==> src/rtl/rob_pkg.sv <==
package rob_pkg;

    // Default geometry of the buffer
    localparam int ROB_DEPTH_DEF = 4;
    localparam int ROB_DW_DEF    = 8;
    localparam int ROB_OPW_DEF   = 4;
    localparam int ROB_AW_DEF    = 3;

    // What the head slot does this cycle
    typedef enum logic [1:0] {
        CM_IDLE   = 2'd0,
        CM_RETIRE = 2'd1,
        CM_TRAP   = 2'd2
    } cm_act_e;

endpackage

==> src/rtl/rob_ptrs.sv <==
module rob_ptrs #(
    parameter int DEPTH = 4,
    parameter int TW    = $clog2(DEPTH),
    parameter int CW    = $clog2(DEPTH + 1)
) (
    input  logic          clk,
    input  logic          rst_n,
    input  logic          push,
    input  logic          pop,
    input  logic          flush,
    output logic [TW-1:0] head,
    output logic [TW-1:0] tail,
    output logic          full,
    output logic          empty
);

    typedef struct packed {
        logic [TW-1:0] head;
        logic [TW-1:0] tail;
        logic [CW-1:0] cnt;
    } ptr_t;

    ptr_t ptr_d, ptr_q;

    always_comb begin
        ptr_d = ptr_q;
        if (flush) begin
            ptr_d.tail = ptr_q.head;
            ptr_d.cnt  = '0;
        end else begin
            if (push) ptr_d.tail = ptr_q.tail + 1'b1;
            if (pop)  ptr_d.head = ptr_q.head + 1'b1;
            ptr_d.cnt = ptr_q.cnt + CW'(push) - CW'(pop);
        end
    end

    always_ff @(posedge clk) begin
        if (!rst_n) ptr_q <= '0;
        else        ptr_q <= ptr_d;
    end

    assign head  = ptr_q.head;
    assign tail  = ptr_q.tail;
    assign full  = (ptr_q.cnt == CW'(DEPTH));
    assign empty = (ptr_q.cnt == '0);


    count_bound_chk: assert property (@(posedge clk) disable iff (!rst_n)
        ptr_q.cnt <= CW'(DEPTH));


    no_overflow_chk: assert property (@(posedge clk) disable iff (!rst_n)
        full |-> !push);


    tail_step_chk: assert property (@(posedge clk) disable iff (!rst_n)
        (push && !flush) |=> (tail == TW'($past(tail) + 1'b1)));

endmodule

==> src/rtl/rob_pick.sv <==
module rob_pick #(
    parameter int DEPTH = 4,
    parameter int TW    = $clog2(DEPTH)
) (
    input  logic             clk,
    input  logic             rst_n,
    input  logic [DEPTH-1:0] elig,
    input  logic [TW-1:0]    base,
    output logic             found,
    output logic [TW-1:0]    idx
);

    // Scan from youngest to oldest so the oldest eligible slot wins
    always_comb begin
        logic [TW-1:0] j;
        found = 1'b0;
        idx   = '0;
        for (int k = DEPTH - 1; k >= 0; k--) begin
            j = base + TW'(k);
            if (elig[j]) begin
                found = 1'b1;
                idx   = j;
            end
        end
    end


    pick_elig_chk: assert property (@(posedge clk) disable iff (!rst_n)
        found |-> elig[idx]);


    pick_any_chk: assert property (@(posedge clk) disable iff (!rst_n)
        (|elig) |-> found);

endmodule

==> src/rtl/rob_wake.sv <==
module rob_wake #(
    parameter int TW = 2,
    parameter int DW = 8
) (
    input  logic          p_in,
    input  logic [TW-1:0] t_in,
    input  logic [DW-1:0] v_in,
    input  logic          hit,
    input  logic [TW-1:0] hit_tag,
    input  logic [DW-1:0] hit_data,
    output logic          p_out,
    output logic [DW-1:0] v_out
);

    logic match;

    assign match = !p_in && hit && (hit_tag == t_in);
    assign p_out = p_in | match;
    assign v_out = match ? hit_data : v_in;

endmodule

==> src/rtl/rob_data_buf.sv <==
module rob_data_buf
    import rob_pkg::*;
#(
    parameter int DEPTH = ROB_DEPTH_DEF,
    parameter int DW    = ROB_DW_DEF,
    parameter int OPW   = ROB_OPW_DEF,
    parameter int AW    = ROB_AW_DEF,
    localparam int TW   = $clog2(DEPTH),
    localparam int CW   = $clog2(DEPTH + 1)
) (
    input  logic           clk,
    input  logic           rst_n,
    input  logic           disp_valid,
    input  logic [OPW-1:0] disp_op,
    input  logic [AW-1:0]  disp_rd,
    input  logic           disp_s1_rdy,
    input  logic [TW-1:0]  disp_s1_tag,
    input  logic [DW-1:0]  disp_s1_val,
    input  logic           disp_s2_rdy,
    input  logic [TW-1:0]  disp_s2_tag,
    input  logic [DW-1:0]  disp_s2_val,
    output logic           disp_ready,
    output logic [TW-1:0]  disp_tag,
    input  logic           cmp_valid,
    input  logic [TW-1:0]  cmp_tag,
    input  logic [DW-1:0]  cmp_data,
    input  logic           cmp_exc,
    input  logic           iss_req,
    output logic           iss_valid,
    output logic [TW-1:0]  iss_tag,
    output logic [OPW-1:0] iss_op,
    output logic [DW-1:0]  iss_a,
    output logic [DW-1:0]  iss_b,
    output logic           cm_we,
    output logic [AW-1:0]  cm_rd,
    output logic [DW-1:0]  cm_data,
    output logic           trap
);

    typedef struct packed {
        logic           vld;
        logic           iss;
        logic [OPW-1:0] op;
        logic [AW-1:0]  rd;
        logic           p1;
        logic [TW-1:0]  t1;
        logic [DW-1:0]  v1;
        logic           p2;
        logic [TW-1:0]  t2;
        logic [DW-1:0]  v2;
        logic           done;
        logic [DW-1:0]  res;
        logic           exc;
    } ent_t;

    ent_t [DEPTH-1:0] ent_d, ent_q;

    logic [TW-1:0] head, tail;
    logic          full, empty;
    cm_act_e       cm_act;
    ent_t          head_ent;
    logic          disp_fire, cmp_hit, iss_fire;
    logic [DEPTH-1:0] elig;
    logic          pick_found;
    logic [TW-1:0] pick_idx;

    // Wakeup results for held sources and for the dispatch sources
    logic [DEPTH-1:0] w1p, w2p;
    logic [DW-1:0]    w1v [DEPTH];
    logic [DW-1:0]    w2v [DEPTH];
    logic             d1p, d2p;
    logic [DW-1:0]    d1v, d2v;

    rob_ptrs #(.DEPTH(DEPTH), .TW(TW), .CW(CW)) u_ptrs (
        .clk   (clk),
        .rst_n (rst_n),
        .push  (disp_fire),
        .pop   (cm_act == CM_RETIRE),
        .flush (cm_act == CM_TRAP),
        .head  (head),
        .tail  (tail),
        .full  (full),
        .empty (empty)
    );

    // Head slot decides retirement or trap
    assign head_ent = ent_q[head];
    always_comb begin
        cm_act = CM_IDLE;
        if (head_ent.vld && head_ent.done)
            cm_act = head_ent.exc ? CM_TRAP : CM_RETIRE;
    end

    assign trap       = (cm_act == CM_TRAP);
    assign cm_we      = (cm_act == CM_RETIRE);
    assign cm_rd      = head_ent.rd;
    assign cm_data    = head_ent.res;
    assign disp_ready = !full && !trap;
    assign disp_tag   = tail;
    assign disp_fire  = disp_valid && disp_ready;
    assign cmp_hit    = cmp_valid && ent_q[cmp_tag].vld && !trap;

    generate
        for (genvar i = 0; i < DEPTH; i++) begin : g_slot
            assign elig[i] = ent_q[i].vld && !ent_q[i].iss && ent_q[i].p1 && ent_q[i].p2;

            rob_wake #(.TW(TW), .DW(DW)) u_w1 (
                .p_in (ent_q[i].p1), .t_in (ent_q[i].t1), .v_in (ent_q[i].v1),
                .hit  (cmp_hit), .hit_tag (cmp_tag), .hit_data (cmp_data),
                .p_out (w1p[i]), .v_out (w1v[i])
            );
            rob_wake #(.TW(TW), .DW(DW)) u_w2 (
                .p_in (ent_q[i].p2), .t_in (ent_q[i].t2), .v_in (ent_q[i].v2),
                .hit  (cmp_hit), .hit_tag (cmp_tag), .hit_data (cmp_data),
                .p_out (w2p[i]), .v_out (w2v[i])
            );
        end
    endgenerate

    // Same-cycle bypass for the incoming sources
    rob_wake #(.TW(TW), .DW(DW)) u_d1 (
        .p_in (disp_s1_rdy), .t_in (disp_s1_tag), .v_in (disp_s1_val),
        .hit  (cmp_hit), .hit_tag (cmp_tag), .hit_data (cmp_data),
        .p_out (d1p), .v_out (d1v)
    );
    rob_wake #(.TW(TW), .DW(DW)) u_d2 (
        .p_in (disp_s2_rdy), .t_in (disp_s2_tag), .v_in (disp_s2_val),
        .hit  (cmp_hit), .hit_tag (cmp_tag), .hit_data (cmp_data),
        .p_out (d2p), .v_out (d2v)
    );

    rob_pick #(.DEPTH(DEPTH), .TW(TW)) u_pick (
        .clk   (clk),
        .rst_n (rst_n),
        .elig  (elig),
        .base  (head),
        .found (pick_found),
        .idx   (pick_idx)
    );

    assign iss_valid = pick_found;
    assign iss_tag   = pick_idx;
    assign iss_op    = ent_q[pick_idx].op;
    assign iss_a     = ent_q[pick_idx].v1;
    assign iss_b     = ent_q[pick_idx].v2;
    assign iss_fire  = pick_found && iss_req && !trap;

    always_comb begin
        ent_d = ent_q;
        for (int i = 0; i < DEPTH; i++) begin
            if (ent_q[i].vld) begin
                ent_d[i].p1 = w1p[i];
                ent_d[i].v1 = w1v[i];
                ent_d[i].p2 = w2p[i];
                ent_d[i].v2 = w2v[i];
            end
            if (cmp_hit && (cmp_tag == TW'(i))) begin
                ent_d[i].done = 1'b1;
                ent_d[i].res  = cmp_data;
                ent_d[i].exc  = cmp_exc;
            end
            if (iss_fire && (pick_idx == TW'(i)))
                ent_d[i].iss = 1'b1;
            if ((cm_act == CM_RETIRE) && (head == TW'(i)))
                ent_d[i].vld = 1'b0;
            if (disp_fire && (tail == TW'(i))) begin
                ent_d[i].vld  = 1'b1;
                ent_d[i].iss  = 1'b0;
                ent_d[i].op   = disp_op;
                ent_d[i].rd   = disp_rd;
                ent_d[i].p1   = d1p;
                ent_d[i].t1   = disp_s1_tag;
                ent_d[i].v1   = d1v;
                ent_d[i].p2   = d2p;
                ent_d[i].t2   = disp_s2_tag;
                ent_d[i].v2   = d2v;
                ent_d[i].done = 1'b0;
                ent_d[i].res  = '0;
                ent_d[i].exc  = 1'b0;
            end
            if (trap)
                ent_d[i].vld = 1'b0;
        end
    end

    always_ff @(posedge clk) begin
        if (!rst_n) ent_q <= '0;
        else        ent_q <= ent_d;
    end


    trap_flush_chk: assert property (@(posedge clk) disable iff (!rst_n)
        trap |=> (empty && !iss_valid && !cm_we));


    retire_nonempty_chk: assert property (@(posedge clk) disable iff (!rst_n)
        cm_we |-> !empty);


    bypass_chk: assert property (@(posedge clk) disable iff (!rst_n)
        (disp_fire && !disp_s1_rdy && cmp_hit && (cmp_tag == disp_s1_tag))
        |=> ent_q[$past(tail)].p1);


    no_reissue_chk: assert property (@(posedge clk) disable iff (!rst_n)
        (iss_fire && !disp_fire) |=> (!iss_valid || (iss_tag != $past(pick_idx))));

endmodule

==> config.mk <==
export PLATFORM = sky130hd
export DESIGN_NAME = rob_data_buf
export DESIGN_NICKNAME = d
export VERILOG_FILES = /design/src/rtl/rob_pkg.sv /design/src/rtl/rob_ptrs.sv /design/src/rtl/rob_pick.sv /design/src/rtl/rob_wake.sv /design/src/rtl/rob_data_buf.sv
export SDC_FILE = /design/constraint.sdc
export NUM_CORES = 1
export LEC_CHECK = 0
export BUFFER_PORTS_ARGS = -buffer_cell sky130_fd_sc_hd__buf_2
export CAP_MARGIN = 20
export CELL_PAD_IN_SITES_DETAIL_PLACEMENT = 1
export CELL_PAD_IN_SITES_GLOBAL_PLACEMENT = 1
export CORE_MARGIN = 2
export CORE_UTILIZATION = 49
export CTS_BUF_LIST = sky130_fd_sc_hd__clkbuf_8
export CTS_CLUSTER_DIAMETER = 100
export CTS_CLUSTER_SIZE = 28
export DETAILED_ROUTE_END_ITERATION = 10
export GPL_TIMING_DRIVEN = 1
export PLACE_DENSITY = 0.8
export REMOVE_ABC_BUFFERS = 1
export SLEW_MARGIN = 20
export SYNTH_ARGS = -nofsm -noshare
export SYNTH_HDL_FRONTEND = slang
export SYNTH_HIERARCHICAL = 1
export SYNTH_SLANG_ARGS = --single-unit
==> constraint.sdc <==
create_clock -name clk -period 3.7 [get_ports clk]
set_input_delay 0.185 -clock clk [delete_from_list [all_inputs] [get_ports clk]]
set_output_delay 0.185 -clock clk [all_outputs]
set_load 0.05 [all_outputs]
==> results_dict.tcl <==
set metrics [dict create \
    status "finished, final reports clean" \
    wl_per_cell_um 21.3 \
    num_antenna_cells 0 \
    synth.cell_area_um2 9310 \
    power_mw 5.04 \
    fillers 2088 \
    power_frac_clock_pct 27.8 \
    numCtsBuffers 17 \
    dieArea_um2 20100 \
    rsz0062_at_grt "no" \
    antenna_found_initial 0 \
    intPower_mw 3.30 \
    totalWireLength_mm 25.6 \
    hold_violations 0 \
    finish.utilization_pct 54.9 \
    ff2ff_path_depth 8 \
    yosysWarnings 6 \
    path_max_fanout 24 \
    routabilityCongestion 0.802 \
    required_ns 3.51 \
    avgSynthCellArea_um2 10.3 \
    slew_viol_final 0 \
    cts_resized 0 \
    worst_setup_path_end_kind "primary output" \
    grt_pass1_vias 7481 \
    maxCapViolCount 0 \
    cts_hold_buf 1 \
    initial_utilization_pct 49.8 \
    cts.clk_slew.worst_paths_ns 0.09 \
    clk_path_buf_depth 2 \
    grtUsageTotal_pct 26.3 \
    drc 0 \
    setup-violations-final 0 \
    grt_pass1_wl_mm 41.0 \
    dr_total_vias 7200 \
    dieWidth_um 142 \
    critical_path_class "flop to primary output" \
    critPathArrivalTime_ns 3.22 \
    die_h_um 142 \
    insertion_delay_ns 0.48 \
    cts_setup_buffers 0 \
    numPortBuffers 83 \
    dr.pass1.iters 4 \
    swShare_pct 34.5 \
    powerDensity_nw_per_um2 491 \
    drive_gt1_share_pct 28.0 \
    grt_max_degree 65 \
    hold_path_class "input port to flop" \
    hold_path_depth 3 \
    cp-start-kind "flop" \
    ir_worst_vdd_mv 0.301 \
    fin_worst_skew_ns 0.0121 \
    syn2layout_area_growth_pct 10.2 \
    gr-total-overflow 0 \
    pwr-share-seq_pct 43.0 \
    pwr-share-comb_pct 29.3 \
    holdWs_ns 0.0181 \
    num_rows 50 \
    root_buffer "clkbuf_8" \
    postRouteAntennaNets 0 \
    routed_via_density 5.98 \
    fin_nets 1005 \
    switchingPower_mw 1.74 \
    ios 84 \
    min_period_ns 3.40 \
    drt_iter0_markers 348 \
    tritoncts "built" \
    htree_levels 4 \
    leakage_nw 4.79 \
    clock-sinks 171 \
    fmax_ghz 0.294 \
    tightest_slew_ns 0.743 \
    dp_hpwl_mm 16.6 \
    slew_headroom_pct 50.4 \
    coreArea_um2 18700 \
    netlist_instances 900 \
    min_period_over_period_pct 92.0 \
]
==> flip-flops by register name, indices dropped and copies added (netlist names) <==
| name | count |
|---|---|
| u_ptrs/head | 2 |
| ent_q | 164 |
| u_ptrs/ptr_q | 3 |
| u_ptrs/tail | 2 |
==> critical path, cell delays in order (launching register included) <==
cell and delay [ns]:
dfxtp_1 0.34, buf_4 0.40, and4b_1 0.36, a21oi_1 0.10, a211oi_4 0.15, buf_4 0.49, mux4_2 0.63, buf_2 0.24
==> power groups by stage <==
stage | combinational [mW] | clock, mW | sequential (mW)
4_1_cts | 1.47 | 1.42 | 2.16
6_report | 1.47 | 1.40 | 2.16
5_1_grt | 1.59 | 1.49 | 2.19
3_3_place_gp | 1.42 | 0 | 2.19
2_1_floorplan | 1.02 | 0 | 2.22
3_5_place_dp | 1.46 | 0 | 2.20
==> cell type report <==
class                           instances  area [um^2]  share of cell area (%)
Multi-Input combinational cell        647         5470                    53.3
Sequential cell                       171         3420                    33.4
Timing Repair Buffer                  110          623                    6.07
Tap cell                              234          293                    2.85
Clock buffer                           19          262                    2.55
Clock inverter                         13          153                    1.49
Inverter                               10         40.0                   0.390
==> routing by layer <==
metal  up-vias  track usage [%]  wire length (um)
met2       147             46.8             12900
met3        23             3.48              1030
met1      3634             33.2             11300
li1       3396                -                 -
met4         0             8.21               326
met5         -                0                 0
==> stage by stage <==
stage          instances  TNS [ns]  setup WS, ns  instance area, um^2
6_report            1204         0         0.296                10300
4_1_cts             1204         0         0.304                10300
3_3_place_gp        1171         0         0.657                 9840
2_1_floorplan        828    -19.62        -0.906                 8920
5_1_grt             1204         0         0.163                10300
3_5_place_dp        1171         0         0.520                 9840
==> worst paths after layout <==
path                                      from         end  slack (ns)
worst min-delay path                disp_op[2]  ent_q[160]        0.02
worst min register to register      ent_q[116]  ent_q[116]        0.46
worst max register to register  u_ptrs/head[1]  ent_q[108]        0.35
worst max-delay path                 ent_q[81]    iss_a[4]        0.30
==> cell usage in the layout, fill, tap and decap left out, types with 2 or more instances in the layout <==
| cell | instances |
|---|---|
| ha_1 | 2 |
| nand3b_1 | 2 |
| nand2_1 | 101 |
| nor3b_1 | 3 |
| a21oi_1 | 12 |
| o21ai_0 | 23 |
| clkinvlp_4 | 2 |
| o211a_1 | 72 |
| nor2_1 | 55 |
| mux4_2 | 35 |
| clkbuf_8 | 19 |
| mux2i_1 | 109 |
| xnor2_1 | 25 |
| nand3_1 | 45 |
| or2b_1 | 10 |
| and4b_1 | 4 |
| nand2b_1 | 4 |
| o21ai_1 | 23 |
| buf_4 | 27 |
| inv_1 | 11 |
| o21ai_4 | 4 |
| buf_2 | 82 |
| clkinv_4 | 3 |
| a31oi_1 | 4 |
| and3_1 | 4 |
| clkinv_2 | 2 |
| nand4b_2 | 10 |
| and2_1 | 5 |
| dfxtp_1 | 171 |
| or4bb_1 | 2 |
| bufinv_16 | 3 |
| mux2_2 | 80 |
| nand4b_1 | 2 |
(Power assumes the default switching activity.)
